===== src/rtl/lcd_sync_pkg.sv =====
package lcd_sync_pkg;
    localparam int REG_W     = 16;
    localparam int CHAR_BITS = 3;
    localparam int HCH_W     = REG_W / 2;
    localparam int HSS_W     = 12;
    localparam int VSS_W     = 12;
    localparam int SW_W      = REG_W - HSS_W;
    localparam int LINE_W    = REG_W;
    localparam int PIX_W     = HCH_W + CHAR_BITS;

    typedef struct packed {
        logic [HCH_W-1:0]  h_total;
        logic [HCH_W-1:0]  h_active;
        logic [HSS_W-1:0]  h_sstart;
        logic [SW_W-1:0]   h_swidth;
        logic [LINE_W-1:0] v_total;
        logic [LINE_W-1:0] v_active;
        logic [VSS_W-1:0]  v_sstart;
        logic [SW_W-1:0]   v_swidth;
    } tcfg_t;

    typedef struct packed {
        logic              run;
        logic [PIX_W-1:0]  pix;
        logic [LINE_W-1:0] line;
    } scan_t;
endpackage


===== src/rtl/lcd_cfg_shadow.sv =====
module lcd_cfg_shadow
    import lcd_sync_pkg::*;
(
    input  logic             clk,
    input  logic             rst_n,
    input  logic [REG_W-1:0] hcount_reg,
    input  logic [REG_W-1:0] hsync_reg,
    input  logic [REG_W-1:0] vtotal_reg,
    input  logic [REG_W-1:0] vactive_reg,
    input  logic [REG_W-1:0] vsync_reg,
    input  logic             load_i,
    output tcfg_t            cfg_o
);
    tcfg_t decoded;
    tcfg_t cfg_d, cfg_q;

    always_comb begin
        decoded.h_total  = hcount_reg[HCH_W-1:0];
        decoded.h_active = hcount_reg[2*HCH_W-1:HCH_W];
        decoded.h_sstart = hsync_reg[HSS_W-1:0];
        decoded.h_swidth = hsync_reg[REG_W-1:HSS_W];
        decoded.v_total  = vtotal_reg[LINE_W-1:0];
        decoded.v_active = vactive_reg[LINE_W-1:0];
        decoded.v_sstart = vsync_reg[VSS_W-1:0];
        decoded.v_swidth = vsync_reg[REG_W-1:VSS_W];
        cfg_d = load_i ? decoded : cfg_q;
    end

    always_ff @(posedge clk or negedge rst_n) begin
        if (!rst_n) cfg_q <= '0;
        else        cfg_q <= cfg_d;
    end

    assign cfg_o = cfg_o_drive();
    function automatic tcfg_t cfg_o_drive();
        return cfg_q;
    endfunction

    AST_SHADOW_HOLD: assert property (@(posedge clk) disable iff (!rst_n)
        !load_i |=> $stable(cfg_q));
endmodule


===== src/rtl/lcd_scan_ctr.sv =====
module lcd_scan_ctr
    import lcd_sync_pkg::*;
(
    input  logic              clk,
    input  logic              rst_n,
    input  logic              disp_on_i,
    input  logic [HCH_W-1:0]  h_total_i,
    input  logic [LINE_W-1:0] v_total_i,
    output logic              run_o,
    output logic [PIX_W-1:0]  pix_o,
    output logic [LINE_W-1:0] line_o,
    output logic              frame_start_o
);
    scan_t st_d, st_q;
    logic [PIX_W-1:0] h_last;
    logic frame_start;

    always_comb begin
        h_last      = {h_total_i, {CHAR_BITS{1'b1}}};
        st_d        = st_q;
        frame_start = 1'b0;
        if (!disp_on_i) begin
            st_d = '0;
        end else if (!st_q.run) begin
            st_d.run    = 1'b1;
            st_d.pix    = '0;
            st_d.line   = '0;
            frame_start = 1'b1;
        end else if (st_q.pix == h_last) begin
            st_d.pix = '0;
            if (st_q.line == v_total_i) begin
                st_d.line   = '0;
                frame_start = 1'b1;
            end else begin
                st_d.line = st_q.line + 1'b1;
            end
        end else begin
            st_d.pix = st_q.pix + 1'b1;
        end
    end

    always_ff @(posedge clk or negedge rst_n) begin
        if (!rst_n) st_q <= '0;
        else        st_q <= st_d;
    end

    assign run_o         = st_q.run;
    assign pix_o         = st_q.pix;
    assign line_o        = st_q.line;
    assign frame_start_o = frame_start;

    AST_PIX_STEP: assert property (@(posedge clk) disable iff (!rst_n)
        (st_q.run && disp_on_i && st_q.pix != h_last)
        |=> (st_q.pix == $past(st_q.pix) + 1'b1) && $stable(st_q.line));
    AST_PIX_WRAP: assert property (@(posedge clk) disable iff (!rst_n)
        (st_q.run && disp_on_i && st_q.pix == h_last) |=> (st_q.pix == '0));
    AST_LINE_BOUND: assert property (@(posedge clk) disable iff (!rst_n)
        st_q.run |-> (st_q.line <= v_total_i));
    AST_OFF_IDLE: assert property (@(posedge clk) disable iff (!rst_n)
        !disp_on_i |=> (!st_q.run && st_q.pix == '0 && st_q.line == '0));
    AST_RESTART: assert property (@(posedge clk) disable iff (!rst_n)
        (disp_on_i && !st_q.run) |=> (st_q.run && st_q.pix == '0 && st_q.line == '0));
endmodule


===== src/rtl/lcd_window.sv =====
module lcd_window
    import lcd_sync_pkg::*;
#(
    parameter int POS_W   = 8,
    parameter int START_W = 12
) (
    input  logic [POS_W-1:0]   pos_i,
    input  logic [START_W-1:0] start_m1_i,
    input  logic [SW_W-1:0]    width_m1_i,
    output logic               in_o
);
    localparam int CMP_W = ((POS_W > START_W) ? POS_W : START_W) + 2;

    logic [CMP_W-1:0] p_ext, lo_ext, hi_ext;

    always_comb begin
        p_ext  = CMP_W'(pos_i);
        lo_ext = CMP_W'(start_m1_i);
        hi_ext = lo_ext + CMP_W'(width_m1_i) + CMP_W'(1);
        in_o   = (p_ext > lo_ext) && (p_ext <= hi_ext);
    end
endmodule


===== src/rtl/lcd_vstart_flag.sv =====
module lcd_vstart_flag (
    input  logic clk,
    input  logic rst_n,
    input  logic set_i,
    input  logic clr_i,
    input  logic en_i,
    output logic irq_o
);
    logic flag_d, flag_q;

    always_comb begin
        flag_d = flag_q;
        if (clr_i) flag_d = 1'b0;
        if (set_i) flag_d = 1'b1;
    end

    always_ff @(posedge clk or negedge rst_n) begin
        if (!rst_n) flag_q <= 1'b0;
        else        flag_q <= flag_d;
    end

    assign irq_o = flag_q & en_i;

    AST_FLAG_SET: assert property (@(posedge clk) disable iff (!rst_n)
        set_i |=> flag_q);
    AST_FLAG_CLR: assert property (@(posedge clk) disable iff (!rst_n)
        (clr_i && !set_i) |=> !flag_q);
    AST_FLAG_HOLD: assert property (@(posedge clk) disable iff (!rst_n)
        (!clr_i && !set_i) |=> $stable(flag_q));
endmodule


===== src/rtl/lcd_sync_gen.sv =====
module lcd_sync_gen
    import lcd_sync_pkg::*;
(
    input  logic              clk,
    input  logic              rst_n,
    input  logic [REG_W-1:0]  reg_hcount,
    input  logic [REG_W-1:0]  reg_hsync,
    input  logic [REG_W-1:0]  reg_vtotal,
    input  logic [REG_W-1:0]  reg_vactive,
    input  logic [REG_W-1:0]  reg_vsync,
    input  logic              hsync_low,
    input  logic              vsync_low,
    input  logic              disp_on,
    input  logic              vint_en,
    input  logic              vint_clr,
    output logic              hsync,
    output logic              vsync,
    output logic              de,
    output logic [PIX_W-1:0]  pix_x,
    output logic [LINE_W-1:0] line_y,
    output logic              vint_irq
);
    tcfg_t             cfg;
    logic              run;
    logic              frame_start;
    logic [PIX_W-1:0]  pix;
    logic [LINE_W-1:0] line;
    logic [HCH_W-1:0]  hchar;
    logic              h_in, v_in;

    lcd_cfg_shadow u_shadow (
        .clk         (clk),
        .rst_n       (rst_n),
        .hcount_reg  (reg_hcount),
        .hsync_reg   (reg_hsync),
        .vtotal_reg  (reg_vtotal),
        .vactive_reg (reg_vactive),
        .vsync_reg   (reg_vsync),
        .load_i      (frame_start),
        .cfg_o       (cfg)
    );

    lcd_scan_ctr u_scan (
        .clk           (clk),
        .rst_n         (rst_n),
        .disp_on_i     (disp_on),
        .h_total_i     (cfg.h_total),
        .v_total_i     (cfg.v_total),
        .run_o         (run),
        .pix_o         (pix),
        .line_o        (line),
        .frame_start_o (frame_start)
    );

    assign hchar = pix[PIX_W-1:CHAR_BITS];

    lcd_window #(.POS_W(HCH_W), .START_W(HSS_W)) u_hwin (
        .pos_i      (hchar),
        .start_m1_i (cfg.h_sstart),
        .width_m1_i (cfg.h_swidth),
        .in_o       (h_in)
    );

    lcd_window #(.POS_W(LINE_W), .START_W(VSS_W)) u_vwin (
        .pos_i      (line),
        .start_m1_i (cfg.v_sstart),
        .width_m1_i (cfg.v_swidth),
        .in_o       (v_in)
    );

    lcd_vstart_flag u_flag (
        .clk   (clk),
        .rst_n (rst_n),
        .set_i (frame_start),
        .clr_i (vint_clr),
        .en_i  (vint_en),
        .irq_o (vint_irq)
    );

    always_comb begin
        de     = run && (hchar <= cfg.h_active) && (line <= cfg.v_active);
        hsync  = (run && h_in) ^ hsync_low;
        vsync  = (run && v_in) ^ vsync_low;
        pix_x  = pix;
        line_y = line;
    end

    AST_DE_IDLE: assert property (@(posedge clk) disable iff (!rst_n)
        !disp_on |=> !de);
    AST_SYNC_IDLE: assert property (@(posedge clk) disable iff (!rst_n)
        !disp_on |=> (hsync == hsync_low && vsync == vsync_low));
endmodule


===== config.mk =====
export PLATFORM = sky130hd
export DESIGN_NAME = lcd_sync_gen
export DESIGN_NICKNAME = d
export VERILOG_FILES = /design/src/rtl/lcd_sync_pkg.sv /design/src/rtl/lcd_cfg_shadow.sv /design/src/rtl/lcd_scan_ctr.sv /design/src/rtl/lcd_window.sv /design/src/rtl/lcd_vstart_flag.sv /design/src/rtl/lcd_sync_gen.sv
export SDC_FILE = /design/constraint.sdc
export NUM_CORES = 1
export LEC_CHECK = 0
export BUFFER_PORTS_ARGS = -buffer_cell sky130_fd_sc_hd__buf_2
export CAP_MARGIN = 5
export CORE_MARGIN = 2
export CORE_UTILIZATION = 46
export DETAILED_ROUTE_END_ITERATION = 16
export PLACE_DENSITY = 0.64
export SYNTH_ARGS = -nofsm -noshare
export SYNTH_HDL_FRONTEND = slang
export SYNTH_SLANG_ARGS = --single-unit

===== constraint.sdc =====
create_clock -name clk -period 8.1 [get_ports clk]
set_input_delay 0.81 -clock clk [delete_from_list [all_inputs] [get_ports clk]]
set_output_delay 0.81 -clock clk [all_outputs]
set_load 0.01 [all_outputs]

==> results of run 1 <==
-- layer usage --
layer,share of wire (%),vias to the layer above,global-route usage [%]
met1,44,2702,26.7
met2,50,138,39.4
li1,-,2676,-
met3,4.6,23,4.28
met4,1.2,0,4.48
met5,0,-,0
-- power by group --
group	total (mW)	switching, mW	internal [mW]
sequential	0.655	0.0510	0.604
clock	0.488	0.213	0.275
combinational	0.438	0.231	0.206
-- registers in the layout, indices dropped and copies added, names as in the netlist --
signal          cells
u_shadow.cfg_o     80
u_scan.line_o      16
u_scan.pix_o       11
u_flag.flag_q       1
u_scan.run_o        1
-- path summary, 6_finish.rpt --
path	end	depth (start not counted)
setup reg to reg	u_shadow.cfg_o[59]$_DFFE_PN0P_	6
min in group clk	u_shadow.cfg_o[29]$_DFFE_PN0P_	1
setup / recovery	vsync	17
max in group asynchronous	u_shadow.cfg_o[73]$_DFFE_PN0P_	2
hold / removal	u_shadow.cfg_o[14]$_DFFE_PN0P_	1
hold reg to reg	u_shadow.cfg_o[29]$_DFFE_PN0P_	1
-- placed cells by master (no fill, tap or decap), types with 7 or more instances in the layout --
cell,Yosys,routed
a21o_1,10,10
a21oi_1,27,27
and3_1,11,11
and4_1,7,7
buf_2,0,116
clkbuf_16,0,9
dfrtp_1,109,109
ha_1,78,78
inv_1,57,57
mux2_2,80,80
nand2_1,37,37
nand3_1,25,25
nand4_1,15,15
nor2_1,39,39
o21a_1,8,8
o21ai_0,25,25
xnor2_1,31,31
xor2_1,37,37
-- synth_stat cells (3+ instances only) --
library cell,instances,area share (%)
o22ai_1,4,0.35
a211oi_1,5,0.53
clkbuf_1,3,0.16
dfrtp_1,109,38
a2111oi_0,4,0.49
ha_1,78,14
nand2_1,37,1.9
and3_1,11,0.96
o21a_1,8,0.84
nand2b_1,5,0.44
a21oi_1,27,1.9
nor2b_1,6,0.53
xor2_1,37,4.5
or4_1,3,0.32
nor3_1,5,0.35
mux2i_1,3,0.42
a21o_1,10,1.1
buf_6,8,1.3
and4_1,7,0.86
nand3_1,25,1.8
xnor2_1,31,3.8
nor4_1,5,0.44
nor2_1,39,2.1
mux2_2,80,13
o21ai_0,25,1.8
inv_1,57,3.0
nand4_1,15,1.3
-- kinds of logic (layout without fill, tap and decap cells) --
group,after synthesis,after routing
buffers and inverters,68,193
adders and majority gates,81,81
AOI/OAI and AO/OA,105,105
xor gates and xnor gates,68,68
DFF,109,109
and+or+nand+nor,169,169
muxes,83,83
other,1,1
-- area by class of cell --
class	count	area, um^2
clock buffer	10	229
multi-input combinational	507	4100
fill	1403	6990
tap	188	235
clock inverter	6	95.1
sequential	109	2730
inverter	57	214
timing repair buffer	120	611
==> impl_metrics.yaml, run 1 <==
synthesis:
  yosysSeqAreaShare_pct: 38.2
  synthAdderAreaFrac_pct: 14.4
  synth-seq-cells: 109
  synthArstFlopShare_pct: 100
  ys_warn_count: 0
  synth-xor-area-share_pct: 8.34
  synth_edf_count: 0
  ys_types: 53
  synthFlopType: "dfrtp_1"
  syn_area_um2: 7140
  synth_nets: 851
  synth_top_family_by_area: "adder cells"
  muxShareOfSynthArea_pct: 13.0
  synth_simple_gate_area_share_pct: 12.1
  synth_compound_area_share_pct: 9.46
  avgSynthCellArea_um2: 10.4
  synth_cells: 684
clock_network:
  htree_levels: 3
  ctsHoldBuffers: 0
  clockRootBuffer: "clkbuf_16"
  tritoncts: "yes"
  post_cts_buffers: 0
  cts_made_buffers: 9
  cts_buffer_depth: 2
  post_cts_resized: 0
  clk_pin_slew_worst_paths_ns: 0.08
  cts_sinks: 109
  insertion_delay_ns: 0.36
global_routing:
  grt_pass1_vias: 5819
  grt_pass1_wl_mm: 28.0
  antenna_found_initial: 0
  gr-total-overflow: 0
  grt_max_degree: 82
  grt_util_all_layers_pct: 21.6
critical_path:
  critPathLaunchType: "register"
  critPathKind: "reg -> out"
  crit_buf_inv: 2
  critical_path_arrival_ns: 4.32
  crit_required_ns: 7.29
  r2r_start: "u_scan.pix_o[9]$_DFF_PN0_"
  startpoint: "u_shadow.cfg_o[4]$_DFFE_PN0P_"
  worstPathCellList: "ha_1 > inv_1 > fa_1 > nand2b_1 > a211oi_1 > xnor2_1 > o21a_1 > nand2_1 > nor4_1 > o211ai_1 > ha_1 > nand4_1 > or4_1 > nor2_1 > o22ai_1 > xnor2_1 > buf_2"
  r2r_setup_slack_ns: 4.96
  path_delay_family: "simple AND/OR/NAND/NOR gates"
  crit_slowest_cell: "or4_1"
  cp-end-kind: "output pin"
  slowest_delay_ns: 0.52
  crit_fanout: 3
floorplanning:
  initial_core_util_pct: 47.0
  die_height_um: 129
  die-area_um2: 16500
  core_um2: 15200
  die_w_um: 129
  pin_count: 118
  core.rowCount: 45
timing:
  post-route-period-util_pct: 63.3
  slew_violations: 0
  rsz0062_at_grt: "no"
  setup_ws_ns: 2.97
  maxSlewHeadroom_pct: 29.4
  hold_slack_ns: 0.487
  tightest_slew_ns: 1.06
  setup_viol: 0
  fin_skew_ns: 0.0112
  tns_ns: 0
  period_minus_slack_ns: 5.13
  hold_viol: 0
  fmax_ghz: 0.195
power:
  power_leakage_nw: 4.08
  vdd_drop_max_v: 0.000133
  total_power_mw: 1.58
  powerDensity_nw_per_um2: 192
route:
  vias: 5539
  drt_wl_total_mm: 17.2
  dr.pass1.iters: 4
  drt_iter0_markers: 192
  vias_per_cell: 5.56
  wl_per_cell_um: 17.3
  route.detailed.drc: 0
  ant_nets: 0
cells_and_area:
  drive_gt1_share_pct: 27.3
  stdcell_area_um2: 8210
  syn_to_final_growth_pct: 15.0
  fin_cells: 997
  fin_util_pct: 54.0
  nNetsFinal: 971
  diodes: 0
placed_design:
  place_hpwl_mm: 13.0
  dp_slack_ns: 3.39
  place_congestion: 0.886
  dp_cells: 981
  placed_area_um2: 7890
  port_buffers: 117
job:
  cap_violations: 0
worst_hold_path:
  min_path_type: "in -> async"
status:
  status: "complete, no violations"
Note: power is estimated with default switching activity, not from simulation.
==> run 2: changes to the inputs <==
PLACE_DENSITY = 0.67   (was 0.64)
clock period = 4.49 ns   (was 8.1 ns; I/O delays follow)
==> impl_metrics.yaml, run 2 (synthesis results as in run 1) <==
timing:
  fmax_ghz: 0.221
  rsz0062_at_grt: "yes"
  fin_skew_ns: 0.00951
  tns_ns: -0.0293
  slew_violations: 0
  setup_viol: 1
  setup_ws_ns: -0.0293
  maxSlewHeadroom_pct: 28.1
  period_minus_slack_ns: 4.52
  tightest_slew_ns: 1.08
  hold_viol: 0
  post-route-period-util_pct: 101
clock_network:
  htree_levels: 3
  cts_made_buffers: 9
  ctsHoldBuffers: 0
  tritoncts: "yes"
  cts_buffer_depth: 2
  clockRootBuffer: "clkbuf_16"
  cts_sinks: 109
  clk_pin_slew_worst_paths_ns: 0.08
  insertion_delay_ns: 0.36
floorplanning:
  core.rowCount: 45
  die_height_um: 129
  core_um2: 15200
  die-area_um2: 16500
  pin_count: 118
  die_w_um: 129
  initial_core_util_pct: 47.0
global_routing:
  gr-total-overflow: 0
  grt_pass1_vias: 5751
  grt_max_degree: 82
  grt_pass1_wl_mm: 28.5
  antenna_found_initial: 0
  grt_util_all_layers_pct: 22.0
route:
  dr.pass1.iters: 4
  drt_wl_total_mm: 17.7
  vias: 5645
  vias_per_cell: 5.62
  wl_per_cell_um: 17.6
  route.detailed.drc: 0
  drt_iter0_markers: 315
  ant_nets: 0
critical_path:
  crit_required_ns: 4.04
  critPathKind: "reg -> out"
  critical_path_arrival_ns: 4.07
  slowest_delay_ns: 0.48
  r2r-end: "u_shadow.cfg_o[44]$_DFFE_PN0P_"
  cp-end-kind: "output pin"
  r2r_setup_slack_ns: 1.33
  cp_common_cell: "xnor2_1"
  critPathLaunchType: "register"
  crit_buf_inv: 3
  worstPathCellList: "ha_2 > inv_2 > fa_2 > nand2b_4 > a211oi_4 > xnor2_1 > o21a_1 > nand2_2 > nor4_4 > buf_4 > xnor2_1 > ha_1 > nand4_1 > or4_1 > nor2_1 > o22ai_1 > xnor2_1 > buf_2"
  path_delay_family: "simple AND/OR/NAND/NOR gates"
  r2r_start: "u_scan.pix_o[0]$_DFF_PN0_"
  crit_slowest_cell: "or4_1"
  crit_fanout: 3
  reg2reg_depth: 7
cells_and_area:
  stdcell_area_um2: 8320
  syn_to_final_growth_pct: 16.5
  diodes: 0
  fin_util_pct: 54.7
  nNetsFinal: 979
  fin_cells: 1005
  drive_gt1_share_pct: 29.9
  largest_register_ff_count: 80
  mostFrequentLayoutCells: "buf_2, dfrtp_1, mux2_2, ha_1, inv_1"
  layout_commonest_cell: "buf_2"
placed_design:
  placed_area_um2: 7910
  dp_cells: 983
  dp_slack_ns: 0.138
  port_buffers: 117
  place_congestion: 0.878
  place_hpwl_mm: 13.2
status:
  violations: "setup timing"
  status: "finished with violations"
power:
  power_leakage_nw: 4.13
  powerDensity_nw_per_um2: 338
  vdd_drop_max_v: 0.000204
job:
  cap_violations: 0
worst_hold_path:
  min_path_type: "in -> async"
-- run 2: cell types whose count changed in the layout (fill, tap and decap cells not counted), moves of 2 or more --
cell,change
a211oi_2,+2
bufinv_16,-2
a211oi_1,-3
a2111oi_0,-2
a2111oi_2,+2
buf_4,+8
-- run 2: routing by layer --
layer	up-vias	share of wire [%]	track usage (%)	wire (um)
met2	154	49	38.5	8690
met1	2779	44	27.9	7750
met3	19	5.5	4.07	964
li1	2693	-	-	-
met5	-	0	0	0
met4	0	1.5	6.52	273
-- run 2: worst max path at each step --
stage,startpoint,endpoint,slack (ns),cells past startpoint
floorplan,u_shadow.cfg_o[4]$_DFFE_PN0P_,vsync,0.49,16
global placement,u_shadow.cfg_o[4]$_DFFE_PN0P_,vsync,0.21,17
CTS,u_shadow.cfg_o[4]$_DFFE_PN0P_,vsync,0.0004,17
finish,u_shadow.cfg_o[4]$_DFFE_PN0P_,vsync,-0.03,18
global route,u_shadow.cfg_o[4]$_DFFE_PN0P_,vsync,-0.22,17
detailed placement,u_shadow.cfg_o[4]$_DFFE_PN0P_,vsync,0.14,17
-- run 2: power by group --
part	switching (mW)	total, mW	internal (mW)
clock network	0.389	0.788	0.399
logic	0.443	0.844	0.401
registers	0.0921	1.18	1.09
-- run 2: what timing repair did --
item / 4_1_cts / 5_1_grt
resized for setup: 11 / 11
buffers inserted: 1 / 5
pin swaps: 6 / 12
setup endpoints to repair: 2 / 2
-- run 2: final cells by class --
class | count | area [um^2]
clock inverters | 5 | 40.0
inverters | 57 | 214
multi-input cells | 507 | 4190
repair buffers | 128 | 671
fillers | 1387 | 6880
flip-flops and latches | 109 | 2730
well taps | 188 | 235
clock buffers | 11 | 243
-- run 2: stage by stage --
stage | power, mW | hold slack, ns
2_1_floorplan | 1.76 | 0.153
3_3_place_gp | 1.96 | 0.491
3_5_place_dp | 2.00 | 0.493
4_1_cts | 2.81 | 0.220
5_1_grt | 3.00 | 0.251
6_report | 2.81 | 0.176
==> run 3: changes to the inputs <==
GPL_TIMING_DRIVEN = 0   (was default)
SLEW_MARGIN = 15   (was default)
==> impl_metrics.yaml, run 3 (synthesis results as in run 1) <==
floorplanning:
  core.rowCount: 45
  core_um2: 15200
  die_w_um: 129
  die_height_um: 129
  pin_count: 118
  initial_core_util_pct: 47.0
  die-area_um2: 16500
timing:
  post-route-period-util_pct: 102
  rsz0062_at_grt: "yes"
  setup_viol: 1
  fmax_ghz: 0.219
  fin_skew_ns: 0.0110
  tightest_slew_ns: 0.804
  hold_viol: 0
  setup_ws_ns: -0.0807
  slew_violations: 0
  period_minus_slack_ns: 4.57
  maxSlewHeadroom_pct: 45.0
  tns_ns: -0.0807
  hold_slack_ns: 0.0104
critical_path:
  slowest_delay_ns: 0.57
  crit_fanout: 5
  critical_path_arrival_ns: 4.12
  path_delay_family: "simple AND/OR/NAND/NOR gates"
  worstPathCellList: "ha_1 > o21ai_0 > o21bai_1 > and4_1 > o21a_1 > nand3b_1 > buf_4 > a211oi_4 > xnor2_1 > ha_1 > nand4_1 > or4_4 > nor2_4 > o22ai_2 > xnor2_1 > buf_2"
  critPathLaunchType: "register"
  crit_required_ns: 4.04
  cp-end-kind: "output pin"
  critPathKind: "reg -> out"
  crit_buf_inv: 2
  crit_slowest_cell: "or4_4"
cells_and_area:
  mostFrequentLayoutCells: "buf_2, dfrtp_1, mux2_2, ha_1, inv_1"
  largest_register_ff_count: 80
  nNetsFinal: 990
  layout_commonest_cell: "buf_2"
  fin_cells: 1016
  stdcell_area_um2: 8520
  diodes: 0
  drive_gt1_share_pct: 31.3
  syn_to_final_growth_pct: 19.3
  fin_util_pct: 56.0
global_routing:
  grt_use_met3_pct: 3.99
  grt_util_all_layers_pct: 22.5
  gr-usage-met1_pct: 27.4
  grt_pass1_vias: 5859
  grt_pass1_wl_mm: 28.9
  gr-total-overflow: 0
  grt_busiest_layer: "met2"
  antenna_found_initial: 0
  grt_util_met2_pct: 41.1
  grt_max_degree: 63
route:
  vias: 5786
  ant_nets: 0
  drt_wl_total_mm: 18.3
  wl_per_cell_um: 18.0
  route.detailed.drc: 0
  dr.pass1.iters: 5
  drt_iter0_markers: 399
  vias_per_cell: 5.69
status:
  violations: "setup timing"
  status: "finished with violations"
clock_network:
  cts_sinks: 109
  ctsHoldBuffers: 0
  insertion_delay_ns: 0.36
  cts_buffer_depth: 2
  cts_made_buffers: 9
  htree_levels: 3
  clk_pin_slew_worst_paths_ns: 0.07
  clockRootBuffer: "clkbuf_16"
  tritoncts: "yes"
placed_design:
  place_hpwl_mm: 13.9
  place_congestion: 0.917
  dp_slack_ns: -0.0225
  dp_cells: 990
  placed_area_um2: 8000
  port_buffers: 117
power:
  power_leakage_nw: 4.21
  total_power_mw: 2.86
  vdd_drop_max_v: 0.000212
  powerDensity_nw_per_um2: 335
worst_hold_path:
  min_path_type: "in -> async"
job:
  cap_violations: 0
[run 3: what timing repair did]
item / 4_1_cts / 5_1_grt
hold endpoints to repair: 0 / 0
pin swaps: 17 / 19
endpoints found under the setup margin: 2 / 2
gates resized for setup: 14 / 21
buffers inserted: 7 / 3
[run 3: path summary, 6_finish.rpt]
kind / endpoint / start / slack (ns) / cells after the start
hold / removal: u_shadow.cfg_o[9]$_DFFE_PN0P_ / rst_n / 0.01 / 1
min in group clk: u_flag.flag_q$_DFFE_PN0P_ / vint_clr / 0.28 / 2
setup reg to reg: u_scan.pix_o[10]$_DFF_PN0_ / u_scan.pix_o[0]$_DFF_PN0_ / 1.65 / 7
max in group asynchronous: u_shadow.cfg_o[66]$_DFFE_PN0P_ / rst_n / 3.82 / 2
hold reg to reg: u_shadow.cfg_o[66]$_DFFE_PN0P_ / u_shadow.cfg_o[66]$_DFFE_PN0P_ / 0.51 / 1
setup / recovery: vsync / u_shadow.cfg_o[6]$_DFFE_PN0P_ / -0.08 / 16
[run 3: final cells by class]
class / count / area, um^2
fillers: 1323 / 6690
multi-input cells: 507 / 4260
flip-flops and latches: 109 / 2730
repair buffers: 128 / 694
clock buffers: 11 / 243
well taps: 188 / 235
inverters: 57 / 214
plain buffers: 11 / 101
clock inverters: 5 / 43.8
[run 3: where the power goes]
part           total, mW  internal (mW)  leakage [nW]  switching (mW)
Clock              0.785          0.399         0.134           0.386
Combinational      0.889          0.425          2.73           0.464
Sequential          1.18           1.09          1.34          0.0912
Total               2.86           1.91          4.21           0.941
[run 3: worst reg2reg max path, delay by kind of cell (launching register included)]
family | cells | cell delay (ns)
AO/OA/AOI/OAI | 2 | 0.55
AND/OR/NAND/NOR | 2 | 0.53
buffers and inverters | 2 | 0.80
flip-flops | 1 | 0.48
adder cells (fa/ha/maj) | 1 | 0.34
[run 3: routing by layer]
layer / vias up / routed length (um)
met3: 28 / 1160
met2: 211 / 9360
met5: - / 0
met1: 2827 / 7400
li1: 2720 / -
met4: 0 / 338
